`config.mk`:
```
export PLATFORM = sky130hd
export DESIGN_NAME = hazard_unit
export DESIGN_NICKNAME = d
export VERILOG_FILES = /design/src/rtl/hzd_pkg.sv /design/src/rtl/hzd_fieldDecode.sv /design/src/rtl/hzd_fwdPath.sv /design/src/rtl/hzd_stallCtrl.sv /design/src/rtl/hazard_unit.sv
export SDC_FILE = /design/constraint.sdc
export NUM_CORES = 1
export LEC_CHECK = 0
export ABC_CLOCK_PERIOD_IN_PS = 4300
export BUFFER_PORTS_ARGS = -buffer_cell sky130_fd_sc_hd__buf_2
export CAP_MARGIN = 20
export CORE_MARGIN = 10
export CORE_UTILIZATION = 38
export DETAILED_ROUTE_END_ITERATION = 8
export PLACE_DENSITY_LB_ADDON = 0.25
export SYNTH_ARGS = -nofsm -noshare
export SYNTH_HDL_FRONTEND = slang
export SYNTH_SLANG_ARGS = --single-unit
```
`constraint.sdc`:
```
create_clock -name vclk -period 4.3
set_input_delay 0.86 -clock vclk [all_inputs]
set_output_delay 0.86 -clock vclk [all_outputs]
set_load 0.02 [all_outputs]
```
`src/rtl/hzd_pkg.sv`:
```
package hzd_pkg;
  localparam int IR_W  = 32;
  localparam int REG_W = 5;

  localparam logic [5:0] OP_RTYPE = 6'b000000;
  localparam logic [5:0] OP_JUMP  = 6'b000010;
  localparam logic [5:0] OP_BEQ   = 6'b000100;
  localparam logic [5:0] OP_STORE = 6'b101011;

  typedef enum logic [1:0] {
    SEL_REG   = 2'd0,
    SEL_EXMEM = 2'd1,
    SEL_MEMWB = 2'd2
  } fwdSel_e;

  typedef struct packed {
    logic [REG_W-1:0] src1;
    logic [REG_W-1:0] src2;
    logic             useSrc1;
    logic             useSrc2;
    logic [REG_W-1:0] dst;
    logic             isBeq;
    logic             isJump;
  } regFields_t;

  typedef struct packed {
    logic stall;
    logic bubble;
  } hzdStrobe_t;

  function automatic logic readsReg(input regFields_t f, input logic [REG_W-1:0] r);
    return (r != '0) && ((f.useSrc1 && f.src1 == r) || (f.useSrc2 && f.src2 == r));
  endfunction
endpackage

```
`src/rtl/hzd_fieldDecode.sv`:
```
module hzd_fieldDecode
  import hzd_pkg::*;
(
  input  logic [IR_W-1:0] ir,
  output regFields_t      fields
);
  logic [5:0] op;
  logic       nonZero;

  assign op      = ir[31:26];
  assign nonZero = (ir != '0);

  always_comb begin
    fields.src1    = ir[25:21];
    fields.src2    = ir[20:16];
    fields.isJump  = (op == OP_JUMP);
    fields.isBeq   = (op == OP_BEQ);
    fields.useSrc1 = nonZero && !fields.isJump;
    fields.useSrc2 = nonZero && (op == OP_RTYPE || op == OP_STORE || op == OP_BEQ);
    fields.dst     = (op == OP_RTYPE) ? ir[15:11] : ir[20:16];
  end


  always_comb begin
    fields_jump_chk: assert (!(fields.isJump && (fields.useSrc1 || fields.useSrc2)))
      else $error("jump word marked as reading a register");
  end
endmodule

```
`src/rtl/hzd_fwdPath.sv`:
```
module hzd_fwdPath
  import hzd_pkg::*;
(
  input  regFields_t idF,
  input  regFields_t exF,
  input  regFields_t memF,
  input  regFields_t wbF,
  input  logic       memRegWr,
  input  logic       memMemRd,
  input  logic       wbRegWr,
  output fwdSel_e    aluSel [2],
  output logic       cmpSel [2]
);
  logic memAlu;
  assign memAlu = memRegWr && !memMemRd;

  for (genvar k = 0; k < 2; k++) begin : g_opnd
    logic [REG_W-1:0] exSrc, idSrc;
    logic             exUse, idUse;

    assign exSrc = (k == 0) ? exF.src1 : exF.src2;
    assign exUse = (k == 0) ? exF.useSrc1 : exF.useSrc2;
    assign idSrc = (k == 0) ? idF.src1 : idF.src2;
    assign idUse = (k == 0) ? idF.useSrc1 : idF.useSrc2;

    always_comb begin
      aluSel[k] = SEL_REG;
      if (exUse && exSrc != '0) begin
        if (memAlu && memF.dst == exSrc)
          aluSel[k] = SEL_EXMEM;
        else if (wbRegWr && wbF.dst == exSrc)
          aluSel[k] = SEL_MEMWB;
      end
    end

    assign cmpSel[k] = idF.isBeq && idUse && idSrc != '0 && memAlu && memF.dst == idSrc;


    always_comb begin
      load_no_exmem_chk: assert (!(aluSel[k] == SEL_EXMEM && memMemRd))
        else $error("load result in MEM forwarded to EX");
    end

    always_comb begin
      zero_no_fwd_chk: assert (aluSel[k] == SEL_REG || exSrc != '0)
        else $error("register 0 forwarded");
    end

    always_comb begin
      cmp_beq_only_chk: assert (!cmpSel[k] || (idF.isBeq && memRegWr))
        else $error("comparator select outside a branch");
    end
  end
endmodule

```
`src/rtl/hzd_stallCtrl.sv`:
```
module hzd_stallCtrl
  import hzd_pkg::*;
(
  input  regFields_t idF,
  input  regFields_t exF,
  input  regFields_t memF,
  input  logic       exRegWr,
  input  logic       exMemRd,
  input  logic       memRegWr,
  input  logic       memMemRd,
  output hzdStrobe_t strobe
);
  logic exLoad, memLoad, loadUse, brOnAlu, brOnMemLoad, anyStall;

  assign exLoad      = exRegWr && exMemRd;
  assign memLoad     = memRegWr && memMemRd;
  assign loadUse     = exLoad && readsReg(idF, exF.dst);
  assign brOnAlu     = idF.isBeq && exRegWr && !exMemRd && readsReg(idF, exF.dst);
  assign brOnMemLoad = idF.isBeq && memLoad && readsReg(idF, memF.dst);
  assign anyStall    = loadUse || brOnAlu || brOnMemLoad;

  assign strobe.stall  = anyStall;
  assign strobe.bubble = anyStall;


  always_comb begin
    jump_no_stall_chk: assert (!(idF.isJump && strobe.stall))
      else $error("jump stalled");
  end

  always_comb begin
    load_use_chk: assert (!(exLoad && exF.dst != '0 && idF.useSrc1 && idF.src1 == exF.dst) || strobe.stall)
      else $error("load-use hazard not stalled");
  end
endmodule

```
`src/rtl/hazard_unit.sv`:
```
module hazard_unit
  import hzd_pkg::*;
(
  input  logic [31:0] idIr,
  input  logic [31:0] exIr,
  input  logic [31:0] memIr,
  input  logic [31:0] wbIr,
  input  logic        exRegWr,
  input  logic        exMemRd,
  input  logic        memRegWr,
  input  logic        memMemRd,
  input  logic        wbRegWr,
  output logic [1:0]  aluFwdA,
  output logic [1:0]  aluFwdB,
  output logic        cmpFwdA,
  output logic        cmpFwdB,
  output logic        stallFront,
  output logic        bubbleEx
);
  localparam int NSTAGE = 4;

  logic [IR_W-1:0] stageIr [NSTAGE];
  regFields_t      stageF  [NSTAGE];
  fwdSel_e         aluSel  [2];
  logic            cmpSel  [2];
  hzdStrobe_t      strobe;

  assign stageIr[0] = idIr;
  assign stageIr[1] = exIr;
  assign stageIr[2] = memIr;
  assign stageIr[3] = wbIr;

  for (genvar s = 0; s < NSTAGE; s++) begin : g_dec
    hzd_fieldDecode u_dec (.ir(stageIr[s]), .fields(stageF[s]));
  end

  hzd_fwdPath u_fwd (
    .idF(stageF[0]), .exF(stageF[1]), .memF(stageF[2]), .wbF(stageF[3]),
    .memRegWr(memRegWr), .memMemRd(memMemRd), .wbRegWr(wbRegWr),
    .aluSel(aluSel), .cmpSel(cmpSel)
  );

  hzd_stallCtrl u_ctl (
    .idF(stageF[0]), .exF(stageF[1]), .memF(stageF[2]),
    .exRegWr(exRegWr), .exMemRd(exMemRd), .memRegWr(memRegWr), .memMemRd(memMemRd),
    .strobe(strobe)
  );

  assign aluFwdA    = aluSel[0];
  assign aluFwdB    = aluSel[1];
  assign cmpFwdA    = cmpSel[0];
  assign cmpFwdB    = cmpSel[1];
  assign stallFront = strobe.stall;
  assign bubbleEx   = strobe.bubble;


  always_comb begin
    bubble_match_chk: assert (bubbleEx == stallFront)
      else $error("bubble and stall disagree");
  end

  always_comb begin
    zero_cmp_chk: assert (!(cmpFwdA && idIr[25:21] == 5'd0))
      else $error("register 0 sent to comparator");
  end
endmodule

```
==> results.txt <==
FMAX: 0.259 GHz
Dpl cell area: 0.00175 mm^2
# hold bufs at CTS: 0
Drt pass-1 iters: 6
VDD IR max: 0.0374 mV
Rows: 20
Register area: 0 um^2
Fin Setup TNS: 0 ps
Post-CTS setup buffers: 0
Synthesized area per cell: 7.51 um^2
Total number of vias: 1564
Die area: 0.00584 mm^2
Max-slew violations: 0
Net Sw Frac: 49.0%
Mapped Cells: 161
Relative slew margins: 62.6%
Avg WL per Cell: 15.3 um
First-pass GRT wire length: 7.65 mm
Routed vias/inst: 5.20
Share of layout cells above drive strength 1: 43.2%
Synthesized net count: 294
I/O Buffers: 98
Antenna violations before repair: 0
Core Area: 0.00305 mm^2
Critical Path Start Type: primary input
GP Congestion: 0.845
CLK BUF: 0
Final Cycle Share: 89.9%
Final Critical Period: 3870 ps
Die H: 76.4 um
GRT Overall Usage: 14.7%
Slew at the pin with the worst max-slew slack: 546 ps
RSZ-0062 raised after global routing: false
Synth Warn #: 0
Fin cells: 301
DRT antenna net count: 0
Gate power share: 100.0%
Max Cap Viol: 0
Pleak: 0.880 nW
Fin util: 57.3%
PwrDens: 78.8 mW/mm^2
Layout area overhead: 44.7%
Critical Path AT: 3010 ps
DRT iter0 DRCs: 42
Clock power share: 0%
Synth unique cells: 42
Die width: 76.4 um
Seq cells: 0
# setup viols final: 0
Reg power frac: 0%
Net Switching: 0.0676 mW
Grt ovf: 0
Largest net degree at the start of global routing: 10
Post-cts sizing count: 0
CP Capture Type: output pin
Seq/Total Area, Yosys: 0%
Mapped Area: 0.00121 mm^2
Worst-path maximum fanout: 8
Vias in the first global route: 1691
I/O pins: 141
Total wire length: 4.61 mm
Detailed Place HPWL: 4.19 mm
DRC violations left: 0
Number of inserted diodes: 0
Cell Int Power: 0.0704 mW
CP required: 3440 ps
Layout Nets: 392
Status: completed
Hold WC Path Type: primary input to output pin
Commonest non-fill, non-tap cells in the layout: 98 x buf_2, 28 x xnor2_1, 14 x mux2i_1, 14 x xor2_1, 13 x nor4_1
Post-placement cell count: 301
Final Cell Area: 0.00175 mm^2
Most common cell after layout, fill and taps aside: buf_2
Final hold violations: 0
CP Class: primary input to output pin
Initial Utilization: 39.6%
## area by class of cell
type               count  area [um^2]
well taps             44         55.1
fillers              337         1300
repair buffers       100          505
inverters              6         22.5
multi-input cells    151         1170
## Yosys cell counts, drive strengths merged
master    n  area (um^2)
clkbuf    1         3.75
o211a     1         10.0
nor3b     5         37.5
o21bai    1         7.51
a21oi     3         15.0
nor2b     2         12.5
nand3     7         40.0
a2111oi   4         41.3
o21ai     2         13.8
inv       6         22.5
a221o     2         20.0
o31ai     1         12.5
nand3b    2         15.0
or4       5         41.3
or3       2         12.5
a32oi     1         8.76
a221oi    1         8.76
o22ai     1         6.26
xnor2    28          245
and2      1         6.26
nor3      9         45.0
nand2    10         45.0
mux2i    16          176
nor2     10         37.5
and3      4         25.0
buf       3         16.3
nor4     16          136
nand4     1         6.26
a222oi    1         10.0
xor2     14          123
a211o     1         8.76
## power by group through the flow
stage                     clock network [mW]  registers, mW  logic (mW)
final                                      0              0       0.138
after CTS                                  0              0       0.138
after global routing                       0              0       0.153
after detailed placement                   0              0       0.138
after floorplan                            0              0      0.0676
after global placement                     0              0       0.135
## final timing paths
| check | endpoint | slack [ps] | cells past startpoint | startpoint |
|---|---|---|---|---|
| setup / recovery | bubbleEx | 430 | 9 | memIr[31] |
| hold / removal | aluFwdB[0] | 2060 | 3 | exIr[30] |
## routing by layer
layer | track usage (%) | part of all wire [%] | wire length, um | up-vias
met3 | 3.07 | 7.1 | 327 | 0
met1 | 18.5 | 46 | 2120 | 692
li1 | - | - | - | 806
met2 | 26.3 | 47 | 2160 | 66
met5 | 0 | 0 | 0 | -
met4 | 0 | 0 | 0 | 0
## per-stage QoR
| step | total power [mW] | setup slack, ps | hold WS (ps) |
|---|---|---|---|
| after floorplan | 0.0676 | 698 | 1770 |
| after global placement | 0.135 | 454 | 2050 |
| after detailed placement | 0.138 | 433 | 2060 |
| after CTS | 0.138 | 427 | 2060 |
| after global routing | 0.153 | 333 | 2070 |
| final | 0.138 | 433 | 2060 |
## cells by family (layout without fill, tap and decap cells)
group / count (synthesis) / count (layout) / share of synthesized area [%]
AO/OA/AOI/OAI: 19 / 19 / 13.4
buffers and inverters: 10 / 106 / 3.52
multiplexers: 16 / 16 / 14.6
AND/OR/NAND/NOR: 74 / 74 / 38.1
XOR/XNOR: 42 / 42 / 30.4
## worst max-delay path, cell delays in order
cell and delay, ps:
buf_2 100, nor4_1 280, nand2_1 290, mux2i_2 440
o22ai_1 150, nor4_1 450, o21ai_2 120, o31ai_2 90
buf_2 210
No activity file was read; power rests on OpenSTA's default activity.
